==> src/rtl/rtc_alarm_pkg.sv <==
// Package: shared sizes and address map of the alarm comparator.
// Assumes an 8-bit register bus and seven calendar fields.
package rtc_alarm_pkg;
    localparam int unsigned ALM_ADDR_W   = 6;
    localparam int unsigned ALM_DATA_W   = 8;
    localparam int unsigned ALM_NFIELD   = 7;
    localparam int unsigned ALM_THR_BASE = 'h0E;
    localparam int unsigned ALM_CFG_ADDR = 'h15;
    localparam int unsigned ALM_MIN_IDX  = 1;

    // Kind of bus cycle seen by the register file.
    typedef enum logic [1:0] {
        ACC_NONE  = 2'b00,
        ACC_READ  = 2'b01,
        ACC_WRITE = 2'b10
    } acc_kind_e;
endpackage

==> src/rtl/alarm_regfile.sv <==
// Module: alarm threshold and configuration storage.
// Decodes bus accesses to the alarm address space, stores thresholds and
// the configuration bits, and raises a clear pulse for any access to that
// space. Assumes a write takes precedence over a read in the same cycle.
module alarm_regfile #(
    parameter int unsigned ADDR_W   = 6,
    parameter int unsigned DATA_W   = 8,
    parameter int unsigned NFIELD   = 7,
    parameter int unsigned THR_BASE = 'h0E,
    parameter int unsigned CFG_ADDR = 'h15
) (
    input  logic                           clk,
    input  logic                           rst_n,
    input  logic [ADDR_W-1:0]              bus_addr,
    input  logic                           bus_wr,
    input  logic                           bus_rd,
    input  logic [DATA_W-1:0]              bus_wdata,
    output logic [NFIELD-1:0][DATA_W-1:0]  thr_q,
    output logic [NFIELD-1:0]              cfg_q,
    output logic                           alarm_clr
);
    import rtc_alarm_pkg::*;

    localparam logic [ADDR_W-1:0] CFG_A = ADDR_W'(CFG_ADDR);

    logic [NFIELD-1:0] thr_hit;
    logic              cfg_hit;
    acc_kind_e         acc;

    // Classify the bus cycle.
    always_comb begin
        if (bus_wr)      acc = ACC_WRITE;
        else if (bus_rd) acc = ACC_READ;
        else             acc = ACC_NONE;
    end

    assign cfg_hit = (bus_addr == CFG_A);

    // One storage slot per threshold field.
    for (genvar i = 0; i < NFIELD; i++) begin : g_thr
        localparam logic [ADDR_W-1:0] THR_A = ADDR_W'(THR_BASE + i);
        assign thr_hit[i] = (bus_addr == THR_A);

        // Store threshold i on a write to its address.
        always_ff @(posedge clk) begin
            if (!rst_n)
                thr_q[i] <= '0;
            else if (acc == ACC_WRITE && thr_hit[i])
                thr_q[i] <= bus_wdata;
        end
    end

    // Store the enable bits; higher data bits are dropped.
    always_ff @(posedge clk) begin
        if (!rst_n)
            cfg_q <= '0;
        else if (acc == ACC_WRITE && cfg_hit)
            cfg_q <= bus_wdata[NFIELD-1:0];
    end

    // Any read or write of the alarm space clears the flag.
    assign alarm_clr = (acc != ACC_NONE) && (cfg_hit || (|thr_hit));
endmodule

==> src/rtl/alarm_match.sv <==
// Module: masked field comparator.
// Each field passes when disabled or equal to its threshold; the match is
// the AND of all passes, gated by at least one enabled field. Purely
// combinational; assumes the live fields are stable within a cycle.
module alarm_match #(
    parameter int unsigned DATA_W = 8,
    parameter int unsigned NFIELD = 7
) (
    input  logic [NFIELD-1:0][DATA_W-1:0] time_now,
    input  logic [NFIELD-1:0][DATA_W-1:0] thr_q,
    input  logic [NFIELD-1:0]             cfg_q,
    output logic                          match
);
    logic [NFIELD-1:0] field_ok;

    // Per-field pass term.
    for (genvar i = 0; i < NFIELD; i++) begin : g_cmp
        assign field_ok[i] = !cfg_q[i] || (time_now[i] == thr_q[i]);
    end

    // A configuration of zero never matches.
    assign match = (|cfg_q) && (&field_ok);
endmodule

==> src/rtl/alarm_flag.sv <==
// Module: sticky alarm flag.
// Sets on a match and holds until a clear pulse. The clear wins when both
// arrive in the same cycle.
module alarm_flag (
    input  logic clk,
    input  logic rst_n,
    input  logic match,
    input  logic clr,
    output logic flag_q
);
    // Sticky set with clear priority.
    always_ff @(posedge clk) begin
        if (!rst_n)     flag_q <= 1'b0;
        else if (clr)   flag_q <= 1'b0;
        else if (match) flag_q <= 1'b1;
    end
endmodule

==> src/rtl/alarm_readback.sv <==
// Module: registered read data multiplexer.
// Serves the live time fields, the thresholds and the configuration. The
// alarm flag is placed in bit 7 of the minutes field. The output updates
// only on a read strobe and holds otherwise.
module alarm_readback #(
    parameter int unsigned ADDR_W   = 6,
    parameter int unsigned DATA_W   = 8,
    parameter int unsigned NFIELD   = 7,
    parameter int unsigned THR_BASE = 'h0E,
    parameter int unsigned CFG_ADDR = 'h15,
    parameter int unsigned MIN_IDX  = 1
) (
    input  logic                          clk,
    input  logic                          rst_n,
    input  logic [ADDR_W-1:0]             bus_addr,
    input  logic                          bus_rd,
    input  logic [NFIELD-1:0][DATA_W-1:0] time_now,
    input  logic [NFIELD-1:0][DATA_W-1:0] thr_q,
    input  logic [NFIELD-1:0]             cfg_q,
    input  logic                          flag_q,
    output logic [DATA_W-1:0]             bus_rdata
);
    logic [DATA_W-1:0] rd_next;

    // Select the byte addressed by the current read.
    always_comb begin
        rd_next = '0;
        for (int i = 0; i < NFIELD; i++) begin
            if (bus_addr == ADDR_W'(i)) begin
                rd_next = time_now[i];
                if (i == MIN_IDX)
                    rd_next[DATA_W-1] = flag_q;
            end
            if (bus_addr == ADDR_W'(THR_BASE + i))
                rd_next = thr_q[i];
        end
        if (bus_addr == ADDR_W'(CFG_ADDR))
            rd_next = DATA_W'(cfg_q);
    end

    // Capture on a read strobe, hold between reads.
    always_ff @(posedge clk) begin
        if (!rst_n)      bus_rdata <= '0;
        else if (bus_rd) bus_rdata <= rd_next;
    end
endmodule

==> src/rtl/rtc_alarm_match.sv <==
// Module: top of the masked time alarm comparator.
// Connects the register file, the comparator, the sticky flag and the
// read multiplexer. Assumes the live time fields come from a counter in
// the same clock domain.
module rtc_alarm_match
    import rtc_alarm_pkg::*;
#(
    parameter int unsigned ADDR_W   = ALM_ADDR_W,
    parameter int unsigned DATA_W   = ALM_DATA_W,
    parameter int unsigned NFIELD   = ALM_NFIELD,
    parameter int unsigned THR_BASE = ALM_THR_BASE,
    parameter int unsigned CFG_ADDR = ALM_CFG_ADDR,
    parameter int unsigned MIN_IDX  = ALM_MIN_IDX
) (
    input  logic                          clk,
    input  logic                          rst_n,
    input  logic [ADDR_W-1:0]             bus_addr,
    input  logic                          bus_wr,
    input  logic [DATA_W-1:0]             bus_wdata,
    input  logic                          bus_rd,
    input  logic [NFIELD-1:0][DATA_W-1:0] time_now,
    output logic [DATA_W-1:0]             bus_rdata,
    output logic                          alarm_flag
);
    logic [NFIELD-1:0][DATA_W-1:0] thr_q;
    logic [NFIELD-1:0]             cfg_q;
    logic                          alarm_clr;
    logic                          match;

    alarm_regfile #(
        .ADDR_W(ADDR_W), .DATA_W(DATA_W), .NFIELD(NFIELD),
        .THR_BASE(THR_BASE), .CFG_ADDR(CFG_ADDR)
    ) u_regs (
        .clk(clk), .rst_n(rst_n), .bus_addr(bus_addr), .bus_wr(bus_wr),
        .bus_rd(bus_rd), .bus_wdata(bus_wdata), .thr_q(thr_q),
        .cfg_q(cfg_q), .alarm_clr(alarm_clr)
    );

    alarm_match #(.DATA_W(DATA_W), .NFIELD(NFIELD)) u_match (
        .time_now(time_now), .thr_q(thr_q), .cfg_q(cfg_q), .match(match)
    );

    alarm_flag u_flag (
        .clk(clk), .rst_n(rst_n), .match(match), .clr(alarm_clr),
        .flag_q(alarm_flag)
    );

    alarm_readback #(
        .ADDR_W(ADDR_W), .DATA_W(DATA_W), .NFIELD(NFIELD),
        .THR_BASE(THR_BASE), .CFG_ADDR(CFG_ADDR), .MIN_IDX(MIN_IDX)
    ) u_rdbk (
        .clk(clk), .rst_n(rst_n), .bus_addr(bus_addr), .bus_rd(bus_rd),
        .time_now(time_now), .thr_q(thr_q), .cfg_q(cfg_q),
        .flag_q(alarm_flag), .bus_rdata(bus_rdata)
    );
endmodule

==> config.mk <==
export PLATFORM = sky130hd
export DESIGN_NAME = rtc_alarm_match
export DESIGN_NICKNAME = d
export VERILOG_FILES = /design/src/rtl/rtc_alarm_pkg.sv /design/src/rtl/alarm_regfile.sv /design/src/rtl/alarm_match.sv /design/src/rtl/alarm_flag.sv /design/src/rtl/alarm_readback.sv /design/src/rtl/rtc_alarm_match.sv
export SDC_FILE = /design/constraint.sdc
export NUM_CORES = 1
export LEC_CHECK = 0
export ABC_CLOCK_PERIOD_IN_PS = 5200
export BUFFER_PORTS_ARGS = -buffer_cell sky130_fd_sc_hd__buf_2
export CORE_ASPECT_RATIO = 1.75
export CORE_UTILIZATION = 61
export DETAILED_ROUTE_END_ITERATION = 8
export GPL_TIMING_DRIVEN = 0
export PLACE_DENSITY = 0.86
export SYNTH_ARGS = -nofsm -noshare
export SYNTH_HDL_FRONTEND = slang
export SYNTH_SLANG_ARGS = --single-unit
export TNS_END_PERCENT = 100
==> constraint.sdc <==
create_clock -name clk -period 5.2 [get_ports clk]
set_input_delay 1.04 -clock clk [delete_from_list [all_inputs] [get_ports clk]]
set_output_delay 1.04 -clock clk [all_outputs]
set_load 0.005 [all_outputs]
After elaboration in Yosys (flattened, before gate mapping)
Index checks and enable logic that the tools add are counted.

storage, ports and cells
  bits in registers = 72
  input bits = 74
  output and inout port bits = 9
  word-level logic and storage cells = 81

operators by class
  equal/unequal tests = 22
  muxes and demuxes = 17
  bitwise gates (word level) = 1
  reductions and logical operators = 31

operators with widths
  cell                number
  $mux 8              15
  $eq 8x8->1          7
  $eq 6x5->1 const B  6
  $eq 6x3->1 const B  3
  $reduce_or 7->1     2
  $eq 6x2->1 const B  2
  $eq 6x4->1 const B  2
  $logic_and 1x1->1   10
  $logic_or 1x1->1    8
  $logic_not 1->1     7
  $reduce_and 7->1    1
  $eq 6x1->1 const B  1
  $logic_not 6->1     1
  $eq 2x2->1 const B  1
  $mux 2              1
  $reduce_bool 2->1   1
  $reduce_or 2->1     1
  $mux 1              1
  $not 1->1           1

Depth between registers and ports, before layout
Gate-level depths: netlist (run 1).

  word-level depth = 16
  depth in mapped cells = 10
  gate-level depth less buffers = 6

Cells and area by module
Synthesis (run 1) repeated with hierarchy kept, for this count alone.

second synthesis, totals
  cell total of the unflattened synthesis = 549
  area, all modules = 4,682.0 µm²

modules (own cells, without submodules)
  module          times used  cells an instance  area each (µm²)  sequential area each (µm²)
  alarm_regfile   1           231                2,356.0          1,261.2
  alarm_readback  1           232                1,645.3          160.2
  alarm_match     1           83                 644.4            0.0
  alarm_flag      1           3                  36.3             20.0

Worst setup path after synthesis (run 1)
Ideal clock, no wire load.

  path type = input -> register
  start point = in bus_addr[5]
  end point = reg u_rdbk.bus_rdata[2]
  setup time = 0.117 ns
  arrival = 2.462 ns
  data required time = 5.083 ns
  slack = 2.621 ns
  cell stages on the path = 7
  path buffers = 1
  cell sequence = or4b_1 -> buf_6 -> nor2_4 -> o21ai_2 -> a221oi_2 -> o2111ai_1 -> a22o_1

on the way
  longest elaborated chain between the ends = 16
  elaborated cells on any way between the ends = 30
  classes of those cells = eq/ne (14); mux (15); reduce/logical (1)

ends and longest elaborated chain
  item                  line                   text
  start, declared       rtc_alarm_match.sv:17  input logic [ADDR_W-1:0] bus_addr,
  $logic_not 6->1       alarm_readback.sv:29   if (bus_addr == ADDR_W'(i)) begin
  $mux 8                alarm_readback.sv:29
  $mux 8                alarm_readback.sv:34   if (bus_addr == ADDR_W'(THR_BASE + i))
  $mux 8                alarm_readback.sv:29
  $mux 8                alarm_readback.sv:34
  $mux 8                alarm_readback.sv:29
  $mux 8                alarm_readback.sv:34
  $mux 8                alarm_readback.sv:29
  $mux 8                alarm_readback.sv:34
  $mux 8                alarm_readback.sv:29
  $mux 8                alarm_readback.sv:34
  $mux 8                alarm_readback.sv:29
  $mux 8                alarm_readback.sv:34
  $mux 8                alarm_readback.sv:29
  $mux 8                alarm_readback.sv:34
  $mux 8 *              alarm_readback.sv:37   if (bus_addr == ADDR_W'(CFG_ADDR))
  end signal, assigned  alarm_readback.sv:44   else if (bus_rd) bus_rdata <= rd_next;
  end, declared         alarm_readback.sv:21   output logic [DATA_W-1:0] bus_rdata

Mark *: on every way between the ends. The rest lies on a longest branch, timed or not.
A chain may end at the register's enable or synchronous reset.

Final worst setup path (run 1)
  start point = in bus_addr[0]
  end point = reg u_rdbk.bus_rdata[1]

Same word-level chain as after synthesis.

==> results of run 1 <==
path summary, 6_finish.rpt:
kind	start	end	slack (ns)	cells past startpoint
worst max-delay path	bus_addr[0]	u_rdbk.bus_rdata[1]	2.34	8
worst min-delay path	u_regs.thr_q[3]	u_regs.thr_q[3]	0.49	2
worst max register to register	u_regs.thr_q[10]	u_rdbk.bus_rdata[2]	3.19	6
worst min register to register	u_regs.thr_q[3]	u_regs.thr_q[3]	0.49	2
cells by family (layout without fill, tap and decap cells):
group	count (synthesis)	count (layout)	synth area share (%)
and+or+nand+nor	261	261	28.13
AOI/OAI and AO/OA	153	153	23.80
DFF	72	72	29.70
muxes	15	15	3.119
xor gates and xnor gates	56	56	10.11
buffers and inverters	56	144	5.156
per-layer routing:
metal  global-route usage, %  up-vias
met5                       0        -
met3                   9.152      119
met4                   40.18        0
met1                   45.59     2455
li1                        -     2394
met2                   70.69      377
cell usage in the layout, fill, tap and decap left out, types with 7 or more instances in the layout:
| cell | n |
|---|---|
| inv_1 | 9 |
| o21ai_0 | 19 |
| buf_2 | 83 |
| nor3_1 | 12 |
| nand3_1 | 69 |
| xor2_1 | 8 |
| o22ai_1 | 10 |
| dfxtp_1 | 72 |
| nor2b_1 | 12 |
| a22oi_1 | 7 |
| clkbuf_16 | 9 |
| a21boi_0 | 55 |
| clkbuf_1 | 29 |
| xnor2_1 | 48 |
| nand4_1 | 13 |
| mux2i_1 | 14 |
| nor2_1 | 25 |
| a21oi_1 | 12 |
| nand2_1 | 90 |
flip-flops by register name (all words and copies together), names as in the netlist:
name and count:
u_regs.thr_q 56, u_rdbk.bus_rdata 8, u_regs.cfg_q 7, u_flag.flag_q 1
power groups by stage:
stage	Sequential, mW	Combinational [mW]	Clock, mW
floorplan	0.572	0.105	0
finish	0.560	0.192	0.637
global placement	0.572	0.182	0
CTS	0.560	0.186	0.633
global route	0.560	0.202	0.650
detailed placement	0.572	0.185	0
worst max-delay path: cells and delay by family:
| kind | cells | cell delay [ns] |
|---|---|---|
| AND/OR/NAND/NOR | 4 | 1.18 |
| buffers and inverters | 2 | 0.58 |
| multiplexers | 1 | 0.16 |
| AO/OA/AOI/OAI | 1 | 0.13 |
cell usage after synthesis, types with 10 or more instances:
| master | instances |
|---|---|
| a21boi_0 | 55 |
| nor2b_1 | 12 |
| o21ai_0 | 19 |
| nand2_1 | 90 |
| clkbuf_1 | 28 |
| xnor2_1 | 48 |
| mux2i_1 | 14 |
| nand4_1 | 13 |
| dfxtp_1 | 72 |
| a21oi_1 | 12 |
| o22ai_1 | 10 |
| nand3_1 | 69 |
| nor3_1 | 12 |
| buf_2 | 11 |
| nor2_1 | 25 |
through the flow:
| step | total power, mW | worst slack (ns) | area, um^2 | util [%] |
|---|---|---|---|---|
| floorplan | 0.6766 | 2.621 | 4853 | - |
| global placement | 0.7544 | 2.117 | 5324 | 69.87 |
| detailed placement | 0.7573 | 2.083 | 5324 | 69.87 |
| CTS | 1.379 | 2.435 | 5622 | 73.78 |
| global route | 1.413 | 2.236 | 5622 | 73.78 |
| finish | 1.390 | 2.341 | 5622 | 73.78 |
layout make-up:
cell class	instances	area, um^2	area share, %
inverter	9	33.78	0.6009
buffer	47	216.5	3.850
sequential	72	1441	25.64
multi-input combinational	485	3162	56.24
tap	88	110.1	1.959
clock buffer	10	229.0	4.073
clock inverter	6	68.82	1.224
timing repair buffer	72	360.3	6.410
==> impl_metrics.csv, run 1 <==
group,metric,value,unit
outcome,outcome,"completed",
layout,syn2layout_area_growth,15.83,%
floorplanning,ios,83,
synth,synth_area_leaders,"dfxtp_1 (30%), xnor2_1 (8.7%), a21boi_0 (8.5%)",
layout,instances_no_fill,789,
grt,grt_max_degree,14,
detailed_routing,wl_met2,8.353,mm
cts,cts-resized-gates,0,
setup_path,cp.arrival,3.09,ns
detailed_routing,wl_met3,1.548,mm
layout,diodes,0,
grt,grt_pass1_wl,27.17,mm
power_and_ir_drop,combPwrFrac,13.8,%
detailed_routing,ant_nets,0,
floorplanning,core,7620,um^2
setup_path,crit_fanout,10,
detailed_routing,vias,5345,
synth,yosysSeqAreaShare,29.70,%
placement,port_buffers,72,
detailed_routing,wl_met1,6.171,mm
detailed_routing,viasPerCell,6.774,
synth,async_flop_share,0,%
layout,fin_nets,770,
synth,yosysTopAreaCell,"dfxtp_1",
cts,htreeDepth,3,
setup_path,cp-start-kind,"primary input",
timing,setup_viol,0,
placement,dp_hpwl,13.58,mm
cts,clk_pin_slew,0.06,ns
floorplanning,fp.dieH,120.0,um
power_and_ir_drop,sequentialPowerShare,40.3,%
timing,fmax,349.7,MHz
grt,grt_pass1_vias,5225,
power_and_ir_drop,powerDensity,247.2,nW/um^2
synth,synth_ff_type,"dfxtp_1",
timing,fin_worst_skew,0.005404,ns
floorplanning,rows,42,
setup_path,critical_path_class,"in2reg",
detailed_routing,drt-initial-drc-count,597,
power_and_ir_drop,vdd_drop_max,244.9,uV
floorplanning,dieArea,8331,um^2
timing,hold_viol_final,0,
synth,synth.avg_cell_area,7.917,um^2
power_and_ir_drop,swShare,27.81,%
cts,cts_buffer_depth,2,
timing,max_slew_margin,48.36,%
grt,grt_antenna_before_repair,0,
timing,rsz0062_at_grt,"no",
setup_path,required,5.43,ns
power_and_ir_drop,power.internal,1.003,mW
placement,place_congestion,1.014,
cts,post_cts.repair.setup_buffers,0,
cts,hold_buffers,0,
floorplanning,die_w,69.43,um
placement,dp_cells,773,
cts,cts_buffers,9,
power_and_ir_drop,leakage,1.965,nW
synth,synth_cells,613,
power_and_ir_drop,clkPwrFrac,45.8,%
synth,ys_seq_elements,72,
timing,timing.hold.ws,0.4945,ns
layout,drive_gt1_share,18.12,%
setup_path,path_cells,"buf_2 -> nor2b_1 -> clkbuf_1 -> mux2i_1 -> nor4_1 -> nor3_1 -> nor3_1 -> o31ai_1",
timing,tightestPinTransition,0.7746,ns
cts,clk_latency,0.35,ns
floorplanning,start_util,63.69,%
synth,synth_fp_nets,687,
synth,synth_enable_flop_cells,0,
synth,syn_area,4853,um^2
detailed_routing,routed_wl,17.79,mm
cts,cts_sinks,72,
timing,timing.final.crit_share,54.99,%
worst_hold_path,min_path_type,"reg2reg",
grt,grt_overflow_total,0,
timing,setup_tns,0,ns
synth,yosysWarningCount,0,
timing,drv_slew,0,
detailed_routing,wl_per_cell,22.55,um
detailed_routing,drc,0,
cts,cts-root-buf,"clkbuf_16",
grt,track_usage,43.25,%
setup_path,path_common_cell,"nor3_1",
synth,synth.top_cell.area_share,29.70,%
power_and_ir_drop,switchingPower,386.4,uW
timing,final.min_clock_period,2.859,ns
cts,cts_tree,"built",
setup_path,cp_slowest_cell,"nor4_1",
detailed_routing,top_layer_used,"met4",
setup_path,crit_path_max_incr_delay,0.50,ns
layout,fillCellCount,595,
setup_path,critPathCaptureType,"flop",
synth,ys_types,68,
detailed_routing,first_pass_iters,8,
job,cap_violations,0,
(Power assumes the default switching activity.)
==> run 2, diff against run 1 <==
--- a/config.mk
+++ b/config.mk
@@ -5,13 +5,13 @@
 export SDC_FILE = /design/constraint.sdc
 export NUM_CORES = 1
 export LEC_CHECK = 0
-export ABC_CLOCK_PERIOD_IN_PS = 5200
+export ABC_CLOCK_PERIOD_IN_PS = 2900
 export BUFFER_PORTS_ARGS = -buffer_cell sky130_fd_sc_hd__buf_2
 export CORE_ASPECT_RATIO = 1.75
-export CORE_UTILIZATION = 61
+export CORE_UTILIZATION = 57
 export DETAILED_ROUTE_END_ITERATION = 8
 export GPL_TIMING_DRIVEN = 0
-export PLACE_DENSITY = 0.86
+export PLACE_DENSITY = 0.81
 export SYNTH_ARGS = -nofsm -noshare
 export SYNTH_HDL_FRONTEND = slang
 export SYNTH_SLANG_ARGS = --single-unit
==> constraint.sdc (replaced) <==
create_clock -name clk -period 2.9 [get_ports clk]
set_input_delay 0.58 -clock clk [delete_from_list [all_inputs] [get_ports clk]]
set_output_delay 0.58 -clock clk [all_outputs]
set_load 0.005 [all_outputs]
==> run 2 against run 1 <==
Net effect: register-to-register slack got worse by 2.3 ns; non-clock buffer count unchanged; routed wire length rose by 2.5%; sequential power up 79%; sequential share of layout area about the same; global-route usage is 1.6 points lower; first-iteration DRC count fell by 9.5%; combinational power up 81%; worst setup slack worse by 1.8 ns; largest cell class unchanged; largest power group unchanged; highest routed layer unchanged.
==> impl_metrics.csv, run 2 (synthesis gave the netlist of run 1 again) <==
group,metric,value,unit
outcome,outcome,"completed",
grt,grt_use_met1,45.67,%
grt,grt_pass1_wl,26.89,mm
layout,diodes,0,
cts,hold_buffers,0,
setup_path,cp-start-kind,"primary input",
layout,top_regs,"u_regs.thr_q: 56 flops, u_rdbk.bus_rdata: 8 flops, u_regs.cfg_q: 7 flops",
grt,grt_max_degree,14,
cts,cts_buffer_depth,2,
setup_path,critPathCaptureType,"flop",
grt,met3_usage,7.767,%
timing,max_slew_margin,44.87,%
floorplanning,core,8258,um^2
timing,setup_viol,0,
cts,cts_buffers,9,
detailed_routing,wl_per_cell,22.99,um
placement,port_buffers,72,
power_and_ir_drop,powerDensity,431.7,nW/um^2
layout,layout_commonest_cell,"nand2_1",
setup_path,critical_path_class,"in2reg",
cts,post_cts.repair.setup_buffers,0,
job,cap_violations,0,
cts,cts-resized-gates,0,
detailed_routing,vias,5263,
setup_path,crit_fanout,10,
detailed_routing,first_pass_iters,7,
layout,drive_gt1_share,18.12,%
floorplanning,die_w,71.76,um
floorplanning,fp.dieH,124.1,um
power_and_ir_drop,leakage,1.951,nW
grt,track_usage,41.69,%
grt,grt_antenna_before_repair,0,
layout,largest_register_ffs,56,
layout,layout_common_cells,"nand2_1 (90), buf_2 (83), dfxtp_1 (72)",
detailed_routing,viasPerCell,6.637,
cts,htreeDepth,3,
cts,clk_latency,0.35,ns
timing,hold_viol_final,0,
floorplanning,dieArea,8903,um^2
grt,grt_pass1_vias,5027,
timing,drv_slew,0,
setup_path,required,3.13,ns
layout,regMostFlops,"u_regs.thr_q",
floorplanning,ios,83,
detailed_routing,ant_nets,0,
timing,fmax,423.6,MHz
timing,rsz0062_at_grt,"no",
detailed_routing,drc,0,
grt,top_usage_layer,"met2",
layout,fin_nets,770,
detailed_routing,drt-initial-drc-count,540,
grt,met2_usage,68.51,%
floorplanning,rows,44,
layout,syn2layout_area_growth,15.62,%
floorplanning,start_util,58.77,%
worst_hold_path,min_path_type,"reg2reg",
power_and_ir_drop,vdd_drop_max,473.8,uV
cts,cts-root-buf,"clkbuf_16",
timing,finalWorstSetupSlack,0.5393,ns
timing,final.min_clock_period,2.361,ns
timing,setup_tns,0,ns
timing,timing.final.crit_share,81.40,%
placement,place_congestion,1.017,
setup_path,cp.arrival,2.59,ns
cts,clk_pin_slew,0.06,ns
timing,fin_worst_skew,0.006417,ns
grt,grt_overflow_total,0,
cts,cts_tree,"built",
placement,dp_hpwl,13.91,mm
timing,tightestPinTransition,0.8270,ns
detailed_routing,routed_wl,18.23,mm
cts,cts_sinks,72,
placement,pre_cts_slack,0.2096,ns
## run 2: changes by cell type in the layout (fill, tap and decap cells not counted), sizes merged
cell,delta
clkinv,-2
clkinvlp,+2
bufinv,-1
clkbuf,+1
## run 2: worst paths after layout
| check | startpoint | slack (ns) | cells past startpoint | end |
|---|---|---|---|---|
| setup / recovery | bus_addr[0] | 0.54 | 8 | u_rdbk.bus_rdata[1] |
| hold / removal | u_regs.thr_q[35] | 0.50 | 2 | u_regs.thr_q[35] |
| setup reg to reg | u_regs.thr_q[10] | 0.88 | 6 | u_rdbk.bus_rdata[2] |
| hold reg to reg | u_regs.thr_q[35] | 0.50 | 2 | u_regs.thr_q[35] |
## run 2: area by class of cell
cell class | instances | area (um^2)
multi-input cells | 485 | 3162
fillers | 750 | 2646
flip-flops and latches | 72 | 1441
repair buffers | 72 | 360.3
clock buffers | 11 | 242.7
plain buffers | 47 | 216.5
well taps | 92 | 115.1
clock inverters | 5 | 40.04
inverters | 9 | 33.78
## run 2: per-layer routing
layer,part of all wire [%],up-vias,routed length [um]
met5,0,-,0
met3,7.8,92,1416
met4,8.8,0,1601
met1,36,2451,6525
met2,48,335,8689
li1,-,2385,-
## run 2: critical path, stage by stage
cell and delay [ns]:
buf_2 0.17, nor2b_1 0.15, clkbuf_1 0.45, mux2i_1 0.15, nor4_1 0.46, nor3_1 0.16
nor3_1 0.36, o31ai_1 0.12
## run 2: report_power, final
| part | leakage (nW) | internal (mW) | switching, mW |
|---|---|---|---|
| Clock | 0.128 | 0.607 | 0.463 |
| Combinational | 1.24 | 0.130 | 0.217 |
| Sequential | 0.581 | 0.997 | 0.00726 |
## run 2: stage by stage
stage	util [%]	std cells	hold slack, ns	power, mW	instance area, um^2
6_report	67.95	793	0.5004	2.423	5612
5_1_grt	67.95	793	0.5213	2.474	5612
4_1_cts	67.95	793	0.4975	2.404	5612
3_5_place_dp	64.53	777	0.4893	1.362	5329
3_3_place_gp	64.53	777	0.4776	1.357	5329
2_1_floorplan	-	613	0.4646	1.213	4853
